===== src/rtl/codec_pwr_pkg.sv =====
package codec_pwr_pkg;
   typedef enum logic [1:0] {
      PS_DOWN  = 2'd0,
      PS_GUARD = 2'd1,
      PS_LIVE  = 2'd2
   } pwr_state_t;

   localparam int NUM_SYNC = 2;
   localparam int CH_TX    = 0;
   localparam int CH_RX    = 1;
endpackage


===== src/rtl/pwr_sync_chain.sv =====
module pwr_sync_chain #(
   parameter int   STAGES  = 2,
   parameter logic RST_VAL = 1'b0
) (
   input  logic clk,
   input  logic rst_n,
   input  logic d_async,
   output logic q_sync
);
   if (STAGES < 2) begin : g_bad_stages
      $error("pwr_sync_chain: STAGES must be at least 2");
   end

   logic [STAGES-1:0] sr;

   for (genvar s = 0; s < STAGES; s++) begin : g_stage
      if (s == 0) begin : g_first
         always_ff @(posedge clk or negedge rst_n) begin
            if (!rst_n) sr[s] <= RST_VAL;
            else        sr[s] <= d_async;
         end
      end else begin : g_next
         always_ff @(posedge clk or negedge rst_n) begin
            if (!rst_n) sr[s] <= RST_VAL;
            else        sr[s] <= sr[s-1];
         end
      end
   end

   assign q_sync = sr[STAGES-1];
endmodule


===== src/rtl/pwr_frame_watch.sv =====
module pwr_frame_watch #(
   parameter int FRAME_CYCLES = 32,
   parameter int IDLE_FRAMES  = 4
) (
   input  logic clk,
   input  logic rst_n,
   input  logic fs,
   output logic rise,
   output logic missing,
   output logic idle
);
   localparam int CYC_W  = (FRAME_CYCLES > 1) ? $clog2(FRAME_CYCLES) : 1;
   localparam int MISS_W = $clog2(IDLE_FRAMES + 1);
   localparam logic [CYC_W-1:0]  CYC_LAST  = CYC_W'(FRAME_CYCLES - 1);
   localparam logic [MISS_W-1:0] MISS_FULL = MISS_W'(IDLE_FRAMES);

   if (FRAME_CYCLES < 4) begin : g_bad_frame
      $error("pwr_frame_watch: FRAME_CYCLES must be at least 4");
   end
   if (IDLE_FRAMES < 1) begin : g_bad_idle
      $error("pwr_frame_watch: IDLE_FRAMES must be at least 1");
   end

   logic              fs_q;
   logic [CYC_W-1:0]  cyc;
   logic [MISS_W-1:0] miss;

   assign rise = fs & ~fs_q;

   always_ff @(posedge clk or negedge rst_n) begin
      if (!rst_n) begin
         fs_q <= 1'b0;
         cyc  <= '0;
         miss <= '0;
      end else begin
         fs_q <= fs;
         if (rise) begin
            cyc  <= '0;
            miss <= '0;
         end else if (cyc == CYC_LAST) begin
            cyc <= '0;
            if (miss != MISS_FULL) miss <= miss + 1'b1;
         end else begin
            cyc <= cyc + 1'b1;
         end
      end
   end

   assign missing = (miss != '0);
   assign idle    = (miss == MISS_FULL);

   AST_MISS_BOUND: assert property (@(posedge clk) disable iff (!rst_n)
      miss <= MISS_FULL) else $error("miss count overflow");
   AST_RISE_CLEARS: assert property (@(posedge clk) disable iff (!rst_n)
      rise |=> !missing) else $error("rise did not clear miss count");
endmodule


===== src/rtl/pwr_guard_cnt.sv =====
module pwr_guard_cnt #(
   parameter int GUARD_FRAMES = 2
) (
   input  logic clk,
   input  logic rst_n,
   input  logic clear,
   input  logic tick,
   output logic done
);
   localparam int CNT_W = $clog2(GUARD_FRAMES + 1);
   localparam logic [CNT_W-1:0] CNT_LAST = CNT_W'(GUARD_FRAMES - 1);

   if (GUARD_FRAMES < 1) begin : g_bad_guard
      $error("pwr_guard_cnt: GUARD_FRAMES must be at least 1");
   end

   logic [CNT_W-1:0] cnt;

   always_ff @(posedge clk or negedge rst_n) begin
      if (!rst_n)              cnt <= '0;
      else if (clear)          cnt <= '0;
      else if (tick && !done)  cnt <= cnt + 1'b1;
   end

   assign done = tick && (cnt == CNT_LAST) && !clear;

   AST_GUARD_BOUND: assert property (@(posedge clk) disable iff (!rst_n)
      cnt <= CNT_LAST) else $error("guard count out of range");
endmodule


===== src/rtl/codec_pwr_seq.sv =====
module codec_pwr_seq
   import codec_pwr_pkg::*;
#(
   parameter int FRAME_CYCLES = 32,
   parameter int IDLE_FRAMES  = 4,
   parameter int GUARD_FRAMES = 2,
   parameter int SYNC_STAGES  = 2
) (
   input  logic clk,
   input  logic rst_n,
   input  logic pdn_pin_n,
   input  logic fs_tx,
   input  logic fs_rx,
   output logic pdn_state_n,
   output logic clk_run,
   output logic ana_oe,
   output logic dt_oe,
   output logic rx_mute
);
   logic                pin_s;
   logic [NUM_SYNC-1:0] fs_in, fs_rise, fs_miss, fs_idle;
   logic                guard_done;
   pwr_state_t          state, state_nx;

   pwr_sync_chain #(.STAGES(SYNC_STAGES), .RST_VAL(1'b0)) i_pin_sync (
      .clk(clk), .rst_n(rst_n), .d_async(pdn_pin_n), .q_sync(pin_s)
   );

   assign fs_in[CH_TX] = fs_tx;
   assign fs_in[CH_RX] = fs_rx;

   for (genvar c = 0; c < NUM_SYNC; c++) begin : g_watch
      pwr_frame_watch #(.FRAME_CYCLES(FRAME_CYCLES), .IDLE_FRAMES(IDLE_FRAMES)) i_watch (
         .clk(clk), .rst_n(rst_n), .fs(fs_in[c]),
         .rise(fs_rise[c]), .missing(fs_miss[c]), .idle(fs_idle[c])
      );
   end

   pwr_guard_cnt #(.GUARD_FRAMES(GUARD_FRAMES)) i_guard (
      .clk(clk), .rst_n(rst_n), .clear(state != PS_GUARD),
      .tick(fs_rise[CH_TX]), .done(guard_done)
   );

   always_comb begin
      state_nx = state;
      if (!pin_s) begin
         state_nx = PS_DOWN;
      end else begin
         unique case (state)
            PS_DOWN:  if (fs_rise[CH_TX]) state_nx = PS_GUARD;
            PS_GUARD: begin
               if (&fs_idle)        state_nx = PS_DOWN;
               else if (guard_done) state_nx = PS_LIVE;
            end
            PS_LIVE:  if (&fs_idle) state_nx = PS_DOWN;
            default:  state_nx = PS_DOWN;
         endcase
      end
   end

   always_ff @(posedge clk or negedge rst_n) begin
      if (!rst_n) state <= PS_DOWN;
      else        state <= state_nx;
   end

   assign pdn_state_n = (state != PS_DOWN);
   assign clk_run     = pdn_state_n;
   assign ana_oe      = pdn_state_n;
   assign dt_oe       = (state == PS_LIVE);
   assign rx_mute     = pdn_state_n && fs_miss[CH_RX];

   AST_PIN_DOWN: assert property (@(posedge clk) disable iff (!rst_n)
      !pin_s |=> (state == PS_DOWN)) else $error("pin low did not power down");
   AST_IDLE_DOWN: assert property (@(posedge clk) disable iff (!rst_n)
      ((&fs_idle) && state != PS_DOWN) |=> (state == PS_DOWN)) else $error("idle syncs kept power");
   AST_WAKE_TX: assert property (@(posedge clk) disable iff (!rst_n)
      $rose(pdn_state_n) |-> $past(fs_rise[CH_TX] && pin_s)) else $error("wake without tx edge");
   AST_DT_FRAME_START: assert property (@(posedge clk) disable iff (!rst_n)
      $rose(dt_oe) |-> $past(fs_rise[CH_TX])) else $error("dt enable off frame start");
   AST_MUTE_CLEAR: assert property (@(posedge clk) disable iff (!rst_n)
      fs_rise[CH_RX] |=> !rx_mute) else $error("mute held after rx edge");
endmodule


===== config.mk =====
export PLATFORM = sky130hd
export DESIGN_NAME = codec_pwr_seq
export DESIGN_NICKNAME = d
export VERILOG_FILES = /design/src/rtl/codec_pwr_pkg.sv /design/src/rtl/pwr_sync_chain.sv /design/src/rtl/pwr_frame_watch.sv /design/src/rtl/pwr_guard_cnt.sv /design/src/rtl/codec_pwr_seq.sv
export SDC_FILE = /design/constraint.sdc
export NUM_CORES = 1
export LEC_CHECK = 0
export ABC_CLOCK_PERIOD_IN_PS = 1900
export BUFFER_PORTS_ARGS = -buffer_cell sky130_fd_sc_hd__buf_4
export CAP_MARGIN = 20
export CORE_MARGIN = 5
export CORE_UTILIZATION = 50
export CTS_CLUSTER_SIZE = 14
export DETAILED_ROUTE_END_ITERATION = 8
export PLACE_DENSITY_LB_ADDON = 0.3
export SYNTH_ARGS = -nofsm -noshare
export SYNTH_HDL_FRONTEND = slang
export SYNTH_SLANG_ARGS = --single-unit

===== constraint.sdc =====
create_clock -name clk -period 1.9 [get_ports clk]
set_input_delay 0.19 -clock clk [delete_from_list [all_inputs] [get_ports clk]]
set_output_delay 0.19 -clock clk [all_outputs]
set_load 0.005 [all_outputs]

==> metrics.txt, run 1 <==
vias in the first global route=664; CP Class=flop to flop; clock buffer depth=2; Unique masters post-synth=25; Int Pwr=0.788 mW; via count=692; Multi-input gate area=479 um^2; HP Class=primary input to asynchronous set/reset pin; Worst Tran Pin Value=610 ps; Final Net Count=123; DP Area=1200 um^2; post-route ant nets=0; Sequential Area=601 um^2; layout cells sized above 1=0.157; Final HPWL DP=1260 um; Clock Latency Late Sink=300 ps; Setup crit start kind=flop; worst r2r dst=g_watch[0].i_watch.miss[1]; H-tree Lvls=1; top cell type's share of synthesized area=0.532; Max VDD drop=0.608 mV; WL/cell=12.4 um; PostCTS Resize Cnt=0; worst-path fanout max=6; setup skew after layout=5.73 ps; Slew headroom=0.593; Crit. End Element=flop; Seq pwr share=0.604; endpoints failing setup=0; GR Util All Layers=0.113; CTS Root Cell=clkbuf_4; row cnt=17; Core Region=2190 um^2; Die Span Y=57.5 um; Die X=57.5 um; Clk network pwr share=0.245; most frequent cells in the layout=dfrtp_1 (24), ha_1 (9), buf_4 (9), nor3_1 (8); Syn. warnings=0; clk sinks=24; final setup TNS=0 ps; RSZ-0062 raised after global routing=false; CTS tree=done; Worst R2R Start=g_watch[0].i_watch.cyc[0]; final max-slew violation count=0; RD Place Congestion=0.737; antenna violations before repair=0; final worst path period share=0.845; First-pass DRT Iterations=4; number of synthesized register bits=24; most common cell after layout, fill and taps aside=dfrtp_1; crit path DAT=1790 ps; P per Cell Area=816 nW/um^2; outcome=complete, no violations; Synth area leaders=dfrtp_1 (53%), ha_1 (10%), nor2b_1 (3.9%); first-pass GRT wire length=2930 um; Via density=5.09; TritonCTS buffer count=3; Critical Path RT=2080 ps; drt total wl=1680 um; initial DRC count=24; area leader, netlist=dfrtp_1; Psw=0.258 mW; Syn Nets=109; clk slew on worst S/H paths=120 ps; Reg2Reg Setup Slack=290 ps; max-cap viol count=0; Post-Syn Instances=95; fin area=1280 um^2; final hold vios=0; synthesized area=1130 um^2; Initial Utilization=0.515; antenna cell count=0; Gate power share=0.152; I/O Pins=10; Remaining Overflow, GRT=0; Die ar.=3310 um^2; area delta synth->final=13.5%; pin count of the biggest net entering global routing=25; Tmin final=1610 ps; Worst Reg-to-Reg Cells=6; static leakage=0.608 nW; drt drc=0; sw frac=0.247; syn_area_per_cell=11.9 um^2; f_max=0.623 GHz; # fillers=194; post-synthesis sequential area ratio=0.532; port bufs=9
[stage by stage]
stage	std cells	hold slack, ps	setup WS (ps)	power (mW)	utilization
2_1_floorplan	95	-106	463	0.749	-
3_3_place_gp	128	104	321	0.792	0.550
4_1_cts	136	304	272	1.06	0.585
5_1_grt	136	316	154	1.11	0.585
3_5_place_dp	128	106	284	0.797	0.550
6_report	136	300	294	1.05	0.585
[power by group through the flow]
stage               clock network, mW  logic, mW  registers, mW
floorplan                           0      0.120          0.629
global placement                    0      0.153          0.639
detailed placement                  0      0.155          0.641
CTS                             0.268      0.163          0.632
global route                    0.286      0.183          0.638
finish                          0.256      0.159          0.631
[synthesized netlist by cell type]
library cell  instances
a21boi_4              2
or2_2                 1
nand2_1               1
a211oi_1              2
nor3b_4               1
nand3b_1              2
ha_1                  9
dfrtp_1              24
nor2b_1               7
nor2_1                7
a21oi_1               2
nand3_1               2
xor2_1                2
inv_1                 6
nor3_1                8
clkbuf_1              1
a21boi_0              1
and3_1                2
buf_4                 3
nand2b_1              1
xnor2_1               5
and4b_1               1
o211a_1               1
nand4_1               2
mux2i_1               2
[sequential cells by signal, summed over array words and instances (netlist names)]
register,flops
i_guard.cnt,2
g_watch.i_watch.cyc,10
g_watch.i_watch.miss,6
g_watch.i_watch.fs_q,2
i_pin_sync.sr,1
i_pin_sync.q_sync,1
state,2
[metal layers]
layer / global-route usage / up-vias / part of all wire
li1: - / 345 / -
met1: 0.152 / 339 / 0.47
met2: 0.177 / 6 / 0.50
met3: 0.0204 / 2 / 0.024
met4: 0.0497 / 0 / 0.0071
met5: 0 / - / 0
[worst max-delay path, cell delays in order (launching register included)]
cell,delay (ps)
dfrtp_1,390
ha_1,180
and3_1,160
ha_1,260
a21boi_4,240
mux2i_1,200
nor2_1,60
[cells by family (layout without fill, tap and decap cells)]
group / Yosys count / after routing / synth area share
xor gates and xnor gates: 7 / 7 / 0.0543
adders and majority gates: 9 / 9 / 0.0998
and+or+nand+nor: 35 / 35 / 0.182
muxes: 2 / 2 / 0.0177
buffers and inverters: 10 / 23 / 0.0432
AOI/OAI and AO/OA: 8 / 8 / 0.0710
DFF: 24 / 24 / 0.532
[area by class of cell]
cell class                 instances  share of cell area
sequential                        24               0.469
inverter                           6              0.0176
multi-input combinational         61               0.374
timing repair buffer              13              0.0840
clock buffer                       4              0.0283
tap                               28              0.0273
[how the worst max path moves through the flow]
stage                              start                         end  slack, ps  cells after the start
3_3_place_gp   g_watch[0].i_watch.cyc[0]  g_watch[0].i_watch.miss[1]        320                      6
2_1_floorplan  g_watch[0].i_watch.cyc[0]  g_watch[0].i_watch.miss[1]        460                      6
6_report       g_watch[0].i_watch.cyc[0]  g_watch[0].i_watch.miss[1]        290                      6
4_1_cts        g_watch[0].i_watch.cyc[0]  g_watch[0].i_watch.miss[1]        270                      6
3_5_place_dp   g_watch[0].i_watch.cyc[0]  g_watch[0].i_watch.miss[1]        280                      6
5_1_grt        g_watch[0].i_watch.cyc[0]  g_watch[0].i_watch.miss[1]        150                      6
[repair_timing]
action / CTS / global route
endpoints found under the hold margin: 27 / 0
hold buffers: 4 / 0
setup buffers: 0 / 0
Note: power is estimated with default switching activity, not from simulation.
==> inputs of run 2 (changes only) <==
- ABC_AREA: not set -> 1
- ABC_CLOCK_PERIOD_IN_PS: 1900 -> 1600
- clock period: 1.9 -> 1.6 ns (I/O delays scaled with it)
==> run 2 against run 1 <==
Synthesized cell count increased by 43%. Critical path depth rose by 1. Core utilization rose by 0.79 points. Fmax rose by 11%. Sequential power up 24%. Die area rose by 3.3%. Count of clock-buffer cells in the layout shrank 1. Worst hold slack got worse by 39 ps. Combinational power increased to 2.5 times the previous value. Flip-flop and latch count unchanged. Sequential share of layout area down 1.5 points. Clock skew fell by 2.5 ps. Largest cell class unchanged.
==> metrics.txt, run 2 <==
outcome=complete, no violations; Syn Nets=150; Die X=58.5 um; drt total wl=1810 um; Post-Syn Instances=136; CP bufs+invs=0; # fillers=203; via count=834; Synth area leaders=dfrtp_1 (51%), ha_1 (9.6%), inv_1 (7.7%); Post-Synth Simple-Gate Area=0.211; top cell type's share of synthesized area=0.512; CTS Root Cell=clkbuf_4; antenna cell count=0; biggest regs=g_watch.i_watch.cyc: 10 flops, g_watch.i_watch.miss: 6 flops; RSZ-0062 raised after global routing=false; syn_area_per_cell=8.63 um^2; Via density=4.69; Remaining Overflow, GRT=0; layout cells sized above 1=0.120; Gate power share=0.278; RD Place Congestion=0.744; pin count of the biggest net entering global routing=25; setup skew after layout=3.21 ps; drt drc=0; crit path DAT=1670 ps; most frequent cells in the layout=inv_1 (24), dfrtp_1 (24), nand2_1 (23), nor2_1 (23); Psw=0.449 mW; Crit. path cell count=7; largest family of logic cells by synthesized area=simple AND/OR/NAND/NOR gates; Final Net Count=166; TritonCTS buffer count=3; P per Cell Area=1090 nW/um^2; Unique masters post-synth=21; CTS tree=done; Die Span Y=58.5 um; Tmin final=1450 ps; adder-cell share of the synthesized area=0.0959; max-cap viol count=0; Top reg by flops=g_watch.i_watch.cyc; Compound-Gate Fraction of Synth Area=0.0608; Int Pwr=0.989 mW; Max VDD drop=0.861 mV; clk sinks=24; post-synthesis sequential area ratio=0.512; Commonest cells post-synth=dfrtp_1 (24), inv_1 (24), nand2_1 (23), nor2_1 (23), ha_1 (9); HP Class=primary input to asynchronous set/reset pin; static leakage=0.696 nW; Post-CTS Setup Repair Bufs=0; Critical Path RT=1820 ps; Die ar.=3420 um^2; Worst Reg-to-Reg Cells=7; H-tree Lvls=1; clk slew on worst S/H paths=120 ps; Worst Tran Pin Value=371 ps; GR Util All Layers=0.123; row cnt=17; initial DRC count=18; Initial Utilization=0.525; sw frac=0.312; worst r2r dst=g_watch[0].i_watch.miss[1]; critical path's top delay family=adder cells; number of synthesized flops with an enable pin=0; Clock Latency Late Sink=310 ps; Crit. End Element=flop; Setup crit start kind=flop; synthesized area=1170 um^2; port bufs=9; final hold vios=0; First-pass DRT Iterations=4; first-pass GRT wire length=3170 um; mux share of post-synthesis cell area=0; vias in the first global route=749; fin area=1320 um^2; Worst path slowest cell=dfrtp_1; final max-slew violation count=0; Seq pwr share=0.543; Synth Area in XOR/XNOR=0.0149; final worst path period share=0.907; area leader, netlist=dfrtp_1; crit-path cells=ha_1, nand2_1, nor2_1, ha_1, nand2_1, nor2_1, a211oi_1; Worst R2R Start=g_watch[0].i_watch.cyc[0]; number of synthesized register bits=24; worst-path fanout max=4; Reg2Reg Setup Slack=150 ps; antenna violations before repair=0; area delta synth->final=12.8%; final setup TNS=0 ps; WL/cell=10.1 um; CP peak stage delay=410 ps; Slew headroom=0.752; Synth async-reset ratio=1.00; DP Area=1260 um^2; Final HPWL DP=1350 um; clock buffer depth=2; post-route ant nets=0; CP Class=flop to flop; I/O Pins=10; Clk network pwr share=0.179; Core Region=2230 um^2; Syn. warnings=0; Synth Flop Type=dfrtp_1; max reg flops=10; f_max=0.689 GHz; endpoints failing setup=0
## run 2: changes by cell type in the layout (fill, tap and decap cells not counted), moves of 4 or more
cell,previous run,this run
inv_2,0,4
inv_1,6,24
nor2b_1,7,0
nor2_1,7,23
nand2_1,1,23
xnor2_1,5,0
nor3_1,8,1
## run 2: worst max-delay path by stage
stage | from | endpoint | slack [ps]
6_report | g_watch[0].i_watch.cyc[0] | g_watch[0].i_watch.miss[1] | 150
5_1_grt | g_watch[1].i_watch.cyc[0] | g_watch[1].i_watch.miss[1] | 40
3_3_place_gp | g_watch[1].i_watch.cyc[0] | g_watch[1].i_watch.miss[2] | 220
2_1_floorplan | g_watch[1].i_watch.cyc[0] | g_watch[1].i_watch.miss[2] | 270
4_1_cts | g_watch[0].i_watch.cyc[0] | g_watch[0].i_watch.miss[1] | 130
3_5_place_dp | g_watch[0].i_watch.cyc[0] | g_watch[0].i_watch.miss[1] | 170
## run 2: layer usage
metal	track usage	part of all wire	routed length [um]	vias to the layer above
li1	-	-	-	442
met2	0.209	0.47	856	9
met5	0	0	0	-
met3	0.0395	0.039	71	4
met1	0.143	0.47	850	379
met4	0.0497	0.016	28	0
## run 2: cells by family (layout without fill, tap and decap cells)
group,Yosys count,after routing
DFF,24,24
and+or+nand+nor,58,58
buffers and inverters,31,45
adders and majority gates,9,9
AOI/OAI and AO/OA,12,12
xor gates and xnor gates,2,2
## run 2: cell type report
cell class,count,area [um^2],share of cell area
sequential,24,601,0.454
multi-input combinational,81,449,0.339
timing repair buffer,13,108,0.0813
clock buffer,3,22.5,0.0170
tap,28,35.0,0.0265
inverter,29,109,0.0822
## run 2: metrics by stage
step / util / std cells / setup slack, ps / hold slack, ps / power (mW)
2_1_floorplan: - / 136 / 271 / -136 / 1.07
3_3_place_gp: 0.565 / 171 / 223 / 74.4 / 1.18
3_5_place_dp: 0.565 / 171 / 172 / 79.4 / 1.19
4_1_cts: 0.593 / 178 / 130 / 256 / 1.47
5_1_grt: 0.593 / 178 / 43.7 / 272 / 1.56
6_report: 0.593 / 178 / 148 / 261 / 1.44
## run 2: power groups by stage
stage	clock network [mW]	registers [mW]	logic, mW
CTS	0.278	0.782	0.408
global placement	0	0.791	0.389
floorplan	0	0.779	0.291
detailed placement	0	0.793	0.400
global route	0.299	0.797	0.468
finish	0.257	0.781	0.399
## run 2: timing repair
action	4_1_cts	5_1_grt
hold buffers	4	0
hold endpoints to repair	27	0
gates resized for setup	0	0
